$ cat config.mk
export PLATFORM = sky130hd
export DESIGN_NAME = lsl_exec
export DESIGN_NICKNAME = d
export VERILOG_FILES = /design/src/rtl/lsl_pkg.sv /design/src/rtl/lsl_decode.sv /design/src/rtl/lsl_shift.sv /design/src/rtl/lsl_flags.sv /design/src/rtl/lsl_exec.sv
export SDC_FILE = /design/constraint.sdc
export NUM_CORES = 1
export LEC_CHECK = 0
export BUFFER_PORTS_ARGS = -buffer_cell sky130_fd_sc_hd__clkbuf_2
export CAP_MARGIN = 40
export CORE_UTILIZATION = 38
export CTS_BUF_LIST = sky130_fd_sc_hd__clkbuf_4 sky130_fd_sc_hd__clkbuf_8
export CTS_CLUSTER_DIAMETER = 60
export DETAILED_ROUTE_END_ITERATION = 16
export SETUP_SLACK_MARGIN = 0.5
export SLEW_MARGIN = 20
export SYNTH_ARGS = -nofsm -noshare
export SYNTH_HDL_FRONTEND = slang
export SYNTH_SLANG_ARGS = --single-unit
$ cat constraint.sdc
create_clock -name clk -period 1.91 [get_ports clk]
set_input_delay 0.2865 -clock clk [delete_from_list [all_inputs] [get_ports clk]]
set_output_delay 0.2865 -clock clk [all_outputs]
set_load 0.02 [all_outputs]
$ cat src/rtl/lsl_pkg.sv
package lsl_pkg;

    localparam int INSN_W = 32;
    localparam int IDX_W  = 4;
    localparam int IMM_W  = 5;

    typedef enum logic [2:0] {
        FM_NONE,
        FM_IMM_N,
        FM_IMM_W,
        FM_REG_N,
        FM_REG_W
    } form_e;

    typedef enum logic [1:0] {
        OC_EXEC,
        OC_OTHER,
        OC_UNPRED,
        OC_NOMATCH
    } outcome_e;

    typedef enum logic [0:0] {
        ST_IDLE,
        ST_EMIT
    } state_e;

    typedef struct packed {
        form_e              form;
        outcome_e           outcome;
        logic [IDX_W-1:0]   rd;
        logic [IDX_W-1:0]   rs;
        logic [IDX_W-1:0]   ra;
        logic [IMM_W-1:0]   imm_amt;
        logic               set_flags;
    } dec_t;

endpackage

$ cat src/rtl/lsl_decode.sv
module lsl_decode
    import lsl_pkg::*;
(
    input  logic [INSN_W-1:0] instr,
    input  logic              is_wide,
    input  logic              in_cond_blk,
    output dec_t              dec
);

    function automatic logic reserved_reg(input logic [IDX_W-1:0] r);
        return (r == 4'd13) || (r == 4'd15);
    endfunction

    logic hit_imm_n;
    logic hit_reg_n;
    logic hit_imm_w;
    logic hit_reg_w;

    always_comb begin
        hit_imm_n = !is_wide && (instr[15:11] == 5'b00000);
        hit_reg_n = !is_wide && (instr[15:6] == 10'b0100000010);
        hit_imm_w = is_wide && (instr[31:21] == 11'b11101010010)
                    && (instr[19:16] == 4'b1111) && !instr[15]
                    && (instr[5:4] == 2'b00);
        hit_reg_w = is_wide && (instr[31:21] == 11'b11111010000)
                    && (instr[15:12] == 4'b1111)
                    && (instr[7:4] == 4'b0000);
    end

    always_comb begin
        dec         = '0;
        dec.form    = FM_NONE;
        dec.outcome = OC_NOMATCH;
        if (hit_imm_n) begin
            dec.form      = FM_IMM_N;
            dec.rd        = {1'b0, instr[2:0]};
            dec.rs        = {1'b0, instr[5:3]};
            dec.imm_amt   = instr[10:6];
            dec.set_flags = !in_cond_blk;
            dec.outcome   = (instr[10:6] == '0) ? OC_OTHER : OC_EXEC;
        end else if (hit_reg_n) begin
            dec.form      = FM_REG_N;
            dec.rd        = {1'b0, instr[2:0]};
            dec.rs        = {1'b0, instr[2:0]};
            dec.ra        = {1'b0, instr[5:3]};
            dec.set_flags = !in_cond_blk;
            dec.outcome   = OC_EXEC;
        end else if (hit_imm_w) begin
            dec.form      = FM_IMM_W;
            dec.rd        = instr[11:8];
            dec.rs        = instr[3:0];
            dec.imm_amt   = {instr[14:12], instr[7:6]};
            dec.set_flags = instr[20];
            if ({instr[14:12], instr[7:6]} == '0) begin
                dec.outcome = OC_OTHER;
            end else if (reserved_reg(instr[11:8]) || reserved_reg(instr[3:0])) begin
                dec.outcome = OC_UNPRED;
            end else begin
                dec.outcome = OC_EXEC;
            end
        end else if (hit_reg_w) begin
            dec.form      = FM_REG_W;
            dec.rd        = instr[11:8];
            dec.rs        = instr[19:16];
            dec.ra        = instr[3:0];
            dec.set_flags = instr[20];
            if (reserved_reg(instr[11:8]) || reserved_reg(instr[19:16])
                || reserved_reg(instr[3:0])) begin
                dec.outcome = OC_UNPRED;
            end else begin
                dec.outcome = OC_EXEC;
            end
        end
    end

endmodule

$ cat src/rtl/lsl_shift.sv
module lsl_shift #(
    parameter int DATA_W = 32,
    parameter int CNT_W  = 8
) (
    input  logic [DATA_W-1:0] src,
    input  logic [CNT_W-1:0]  cnt,
    input  logic              cin,
    output logic [DATA_W-1:0] res,
    output logic              cout
);

    localparam int EXT_W = DATA_W + 1;
    localparam int STG   = $clog2(EXT_W);

    logic [EXT_W-1:0] stg [0:STG];
    logic             big;

    assign stg[0] = {cin, src};

    for (genvar s = 0; s < STG; s++) begin : g_stage
        assign stg[s+1] = cnt[s] ? (stg[s] << (1 << s)) : stg[s];
    end

    if (CNT_W > STG) begin : g_clamp
        assign big = |cnt[CNT_W-1:STG];
    end else begin : g_noclamp
        assign big = 1'b0;
    end

    assign {cout, res} = big ? '0 : stg[STG];

endmodule

$ cat src/rtl/lsl_flags.sv
module lsl_flags #(
    parameter int DATA_W = 32
) (
    input  logic [DATA_W-1:0] res,
    output logic              neg,
    output logic              zero
);

    assign neg  = res[DATA_W-1];
    assign zero = (res == '0);

endmodule

$ cat src/rtl/lsl_exec.sv
module lsl_exec
    import lsl_pkg::*;
#(
    parameter int DATA_W = 32,
    parameter int CNT_W  = 8
) (
    input  logic              clk,
    input  logic              rst_n,
    input  logic              in_valid,
    input  logic [31:0]       instr,
    input  logic              is_wide,
    input  logic              in_cond_blk,
    input  logic [DATA_W-1:0] src_val,
    input  logic [CNT_W-1:0]  amt_val,
    input  logic              carry_in,
    output logic              out_valid,
    output logic [3:0]        rd_idx,
    output logic [3:0]        rs_idx,
    output logic [3:0]        ra_idx,
    output logic              reg_we,
    output logic [DATA_W-1:0] result,
    output logic              flag_n,
    output logic              flag_z,
    output logic              flag_c,
    output logic              flag_we,
    output logic              other_insn,
    output logic              unpredictable,
    output logic              no_match
);

    dec_t              dec;
    logic [CNT_W-1:0]  cnt;
    logic [DATA_W-1:0] sh_res;
    logic              sh_c;
    logic              f_n;
    logic              f_z;
    logic              do_exec;
    state_e            state_q;
    state_e            state_d;

    lsl_decode u_decode (
        .instr       (instr),
        .is_wide     (is_wide),
        .in_cond_blk (in_cond_blk),
        .dec         (dec)
    );

    always_comb begin
        if (dec.form == FM_IMM_N || dec.form == FM_IMM_W) begin
            cnt = {{(CNT_W-IMM_W){1'b0}}, dec.imm_amt};
        end else begin
            cnt = amt_val;
        end
    end

    lsl_shift #(.DATA_W(DATA_W), .CNT_W(CNT_W)) u_shift (
        .src  (src_val),
        .cnt  (cnt),
        .cin  (carry_in),
        .res  (sh_res),
        .cout (sh_c)
    );

    lsl_flags #(.DATA_W(DATA_W)) u_flags (
        .res  (sh_res),
        .neg  (f_n),
        .zero (f_z)
    );

    assign do_exec = (dec.outcome == OC_EXEC);

    always_comb begin
        state_d = state_q;
        unique case (state_q)
            ST_IDLE: state_d = in_valid ? ST_EMIT : ST_IDLE;
            ST_EMIT: state_d = in_valid ? ST_EMIT : ST_IDLE;
            default: state_d = ST_IDLE;
        endcase
    end

    always_ff @(posedge clk or negedge rst_n) begin
        if (!rst_n) begin
            state_q <= ST_IDLE;
        end else begin
            state_q <= state_d;
        end
    end

    always_ff @(posedge clk or negedge rst_n) begin
        if (!rst_n) begin
            rd_idx        <= '0;
            rs_idx        <= '0;
            ra_idx        <= '0;
            result        <= '0;
            flag_n        <= 1'b0;
            flag_z        <= 1'b0;
            flag_c        <= 1'b0;
            reg_we        <= 1'b0;
            flag_we       <= 1'b0;
            other_insn    <= 1'b0;
            unpredictable <= 1'b0;
            no_match      <= 1'b0;
        end else if (in_valid) begin
            rd_idx        <= dec.rd;
            rs_idx        <= dec.rs;
            ra_idx        <= dec.ra;
            result        <= sh_res;
            flag_n        <= f_n;
            flag_z        <= f_z;
            flag_c        <= sh_c;
            reg_we        <= do_exec;
            flag_we       <= do_exec && dec.set_flags;
            other_insn    <= (dec.outcome == OC_OTHER);
            unpredictable <= (dec.outcome == OC_UNPRED);
            no_match      <= (dec.outcome == OC_NOMATCH);
        end else begin
            reg_we        <= 1'b0;
            flag_we       <= 1'b0;
            other_insn    <= 1'b0;
            unpredictable <= 1'b0;
            no_match      <= 1'b0;
        end
    end

    assign out_valid = (state_q == ST_EMIT);

endmodule

==> flow_metrics.py <==
metrics = {
    "run_status": {
        "outcome": "complete, but fails checks",
        "failed_checks": "negative setup slack",
    },
    "cts": {
        "worstSkewPairLatency_ns": 0.31,
        "ctsLongestPathBuffers": 2,
        "htreeDepth": 2,
        "path_clk_slew_ns": 0.10,
        "cts_num_sinks": 52,
        "cts_tree": "done",
        "clockRootBuffer": "clkbuf_8",
        "cts-buffers-inserted": 5,
    },
    "worst_hold_path": {
        "hp-class": "primary input to register",
    },
    "worst_setup_path": {
        "crit_required_ns": 2.13,
        "arrival_ns": 3.57,
        "crit_slowest_cell": "or4_1",
        "slowest_delay_ns": 0.54,
        "critical_path_class": "primary input to register",
        "crit_chain": "buf_6, and4bb_1, and3_4, mux2_4, nor2_4, buf_12, buf_16, mux2i_1, buf_4, mux4_2, o221ai_2, nor3_4, nand3_1, or4_1, o41ai_2",
        "cp-end-kind": "register",
        "worstPathMaxFanout": 8,
        "worst_setup_path_start_kind": "primary input",
    },
    "grt": {
        "grt_pass1_wl_um": 31700,
        "grt_util_met1": 0.433,
        "grt_overflow": 0,
        "gr-usage-met3": 0.0455,
        "use_met2": 0.515,
        "grt_pass1_vias": 5934,
        "grt_max_degree": 30,
        "grt_usage": 0.317,
        "busiest_layer": "met2",
        "antenna_found_initial": 0,
    },
    "floorplanning": {
        "dieHeight_um": 113,
        "dieWidth_um": 113,
        "start_util": 0.390,
        "io_pins": 131,
        "die-area_mm2": 0.0128,
        "design.core.area_mm2": 0.0120,
        "rows": 40,
    },
    "yosys": {
        "avgSynthCellArea_um2": 8.49,
        "synth_top_family_by_area": "compound AO/OA/AOI/OAI gates",
        "yosysSeqAreaShare": 0.278,
        "syn-num-nets": 630,
        "synth-simple-area-share": 0.231,
        "synth_flop_cell": "dfrtp_1",
        "synthAdderAreaFrac": 0,
        "synthXorXnorAreaFrac": 0,
        "yosys_register_bits": 52,
        "async_reset_ff_frac": 1.00,
        "synth_edf_count": 0,
        "syn_inst": 552,
        "synth_compound_area_frac": 0.272,
        "yosys.cell_types.count": 79,
        "yosysWarnings": 0,
        "synth_mux_area_frac": 0.170,
        "synth_area_mm2": 0.00468,
    },
    "power": {
        "p_total_uw": 3700,
        "p_per_area_mw_per_mm2": 437,
        "p_leak_uw": 0.00391,
        "peakVddDrop_v": 0.000262,
    },
    "finish": {
        "fin_util": 0.705,
        "drive_gt1_frac": 0.624,
        "fin_nets": 990,
        "layout_commonest_cell": "buf_4",
        "n_antenna_cell": 0,
        "final_cell_mix": "buf_4 (213), clkbuf_2 (125), nand2_1 (55)",
        "area_growth_pct": 80.7,
        "n_fill_cell": 994,
    },
    "detailed_routing": {
        "post_drt_via_cell_ratio": 5.76,
        "drt_first_pass_iters": 5,
        "finalWirelength_um": 20700,
        "detail-route-antenna-nets": 0,
        "drc": 0,
        "wire_per_inst_um": 19.5,
        "num_vias": 6106,
        "drtIter0Drc": 454,
    },
    "timing": {
        "fin_crit_sh": 1.75,
        "relSlewSlack": 0.598,
        "rsz0062_at_grt": "yes",
        "setup_viol": 34,
        "setup_slack_ns": -1.44,
        "fin_crit_ns": 3.35,
        "skew_ns": 0,
        "drv_slew": 0,
        "tightest_slew_ns": 0.598,
        "max_freq_mhz": 299,
        "hold_violations": 0,
    },
    "place": {
        "place_congestion": 0.946,
        "io_buffers": 130,
        "hpwl_um": 16000,
    },
    "run": {
        "cap_violations": 0,
    },
}
-- area by class of cell --
class | count | area, um^2 | share of cell area
Timing Repair inverter | 1 | 5.00 | 0.000591
Clock buffer | 6 | 76.3 | 0.00902
Clock inverter | 2 | 16.3 | 0.00192
Tap cell | 147 | 184 | 0.0217
Timing Repair Buffer | 387 | 2860 | 0.337
Multi-Input combinational cell | 457 | 3990 | 0.472
Sequential cell | 52 | 1300 | 0.154
Inverter | 8 | 33.8 | 0.00399
-- sequential cells by signal, indices dropped and copies added (netlist names), 4 cells and up --
| signal | flops |
|---|---|
| result | 32 |
| ra_idx | 4 |
| rd_idx | 4 |
| rs_idx | 4 |
-- kinds of logic after synthesis --
kind of cell    count (synthesis)
compound gates                176
mux                            61
flops                          52
buf+inv                        44
simple gates                  219
-- cells in the mapped netlist (all sizes together) (4+ instances only) --
| cell type | number | share of area |
|---|---|---|
| a211oi | 12 | 0.021 |
| a21oi | 38 | 0.041 |
| a221oi | 14 | 0.028 |
| a22oi | 5 | 0.0091 |
| a31oi | 5 | 0.0067 |
| and2 | 5 | 0.0067 |
| and3 | 7 | 0.0093 |
| buf | 20 | 0.029 |
| clkbuf | 16 | 0.013 |
| dfrtp | 52 | 0.28 |
| inv | 8 | 0.0064 |
| mux2 | 19 | 0.049 |
| mux2i | 32 | 0.072 |
| mux4 | 10 | 0.050 |
| nand2 | 65 | 0.054 |
| nand3 | 29 | 0.031 |
| nand4 | 6 | 0.0080 |
| nor2 | 67 | 0.059 |
| nor2b | 4 | 0.0053 |
| nor3 | 21 | 0.028 |
| o211ai | 4 | 0.0064 |
| o21ai | 38 | 0.041 |
| o22ai | 7 | 0.0093 |
| o2bb2ai | 15 | 0.028 |
| o31ai | 4 | 0.0093 |
-- layer usage --
metal | wire length, um | up-vias | share of wire
met3 | 1290 | 35 | 0.062
li1 | - | 2842 | -
met4 | 495 | 0 | 0.024
met2 | 9880 | 280 | 0.48
met5 | 0 | - | 0
met1 | 9050 | 2949 | 0.44
-- power breakdown --
| group | internal (uW) | switching (uW) |
|---|---|---|
| Clock | 276 | 374 |
| Sequential | 1160 | 35.6 |
| Combinational | 904 | 950 |
| Total | 2340 | 1360 |
-- critical path, delay by kind of cell --
| kind | cells | cell delay (ns) |
|---|---|---|
| buffers and inverters | 4 | 0.54 |
| multiplexers | 3 | 0.80 |
| AO/OA/AOI/OAI | 2 | 0.32 |
| AND/OR/NAND/NOR | 6 | 1.60 |
-- metrics by stage --
stage | hold slack, ns | area, um^2 | cells | setup slack [ns] | setup TNS (ns)
floorplan | -0.00909 | 4830 | 552 | -1.46 | -24.33
global placement | 0.258 | 7120 | 1001 | -1.74 | -39.54
detailed placement | 0.267 | 7120 | 1001 | -1.90 | -42.09
CTS | 0.251 | 7970 | 1039 | -1.45 | -26.73
global route | 0.281 | 8460 | 1060 | -1.54 | -30.09
finish | 0.261 | 8460 | 1060 | -1.44 | -27.57
-- worst paths after layout --
kind	start	endpoint	slack (ns)	cells after the start
min in group asynchronous	rst_n	result[28]$_DFFE_PN0P_	0.45	2
min	instr[3]	ra_idx[3]$_DFFE_PN0P_	0.26	3
max	instr[4]	flag_z$_DFFE_PN0P_	-1.44	15
min reg2reg	result[1]$_DFFE_PN0P_	result[1]$_DFFE_PN0P_	0.49	1
max reg2reg	rs_idx[1]$_DFFE_PN0P_	rs_idx[1]$_DFFE_PN0P_	1.14	2
max in group asynchronous	rst_n	result[8]$_DFFE_PN0P_	0.82	3
-- timing repair --
item                       4_1_cts  5_1_grt
pin swaps                       25       32
setup endpoints to repair       44       51
hold buffers                     1        0
buffers inserted                26       20
gates resized for setup        115       78
cloned                           3        1
hold endpoints to repair        19        0
No activity file was read; power rests on OpenSTA's default activity.
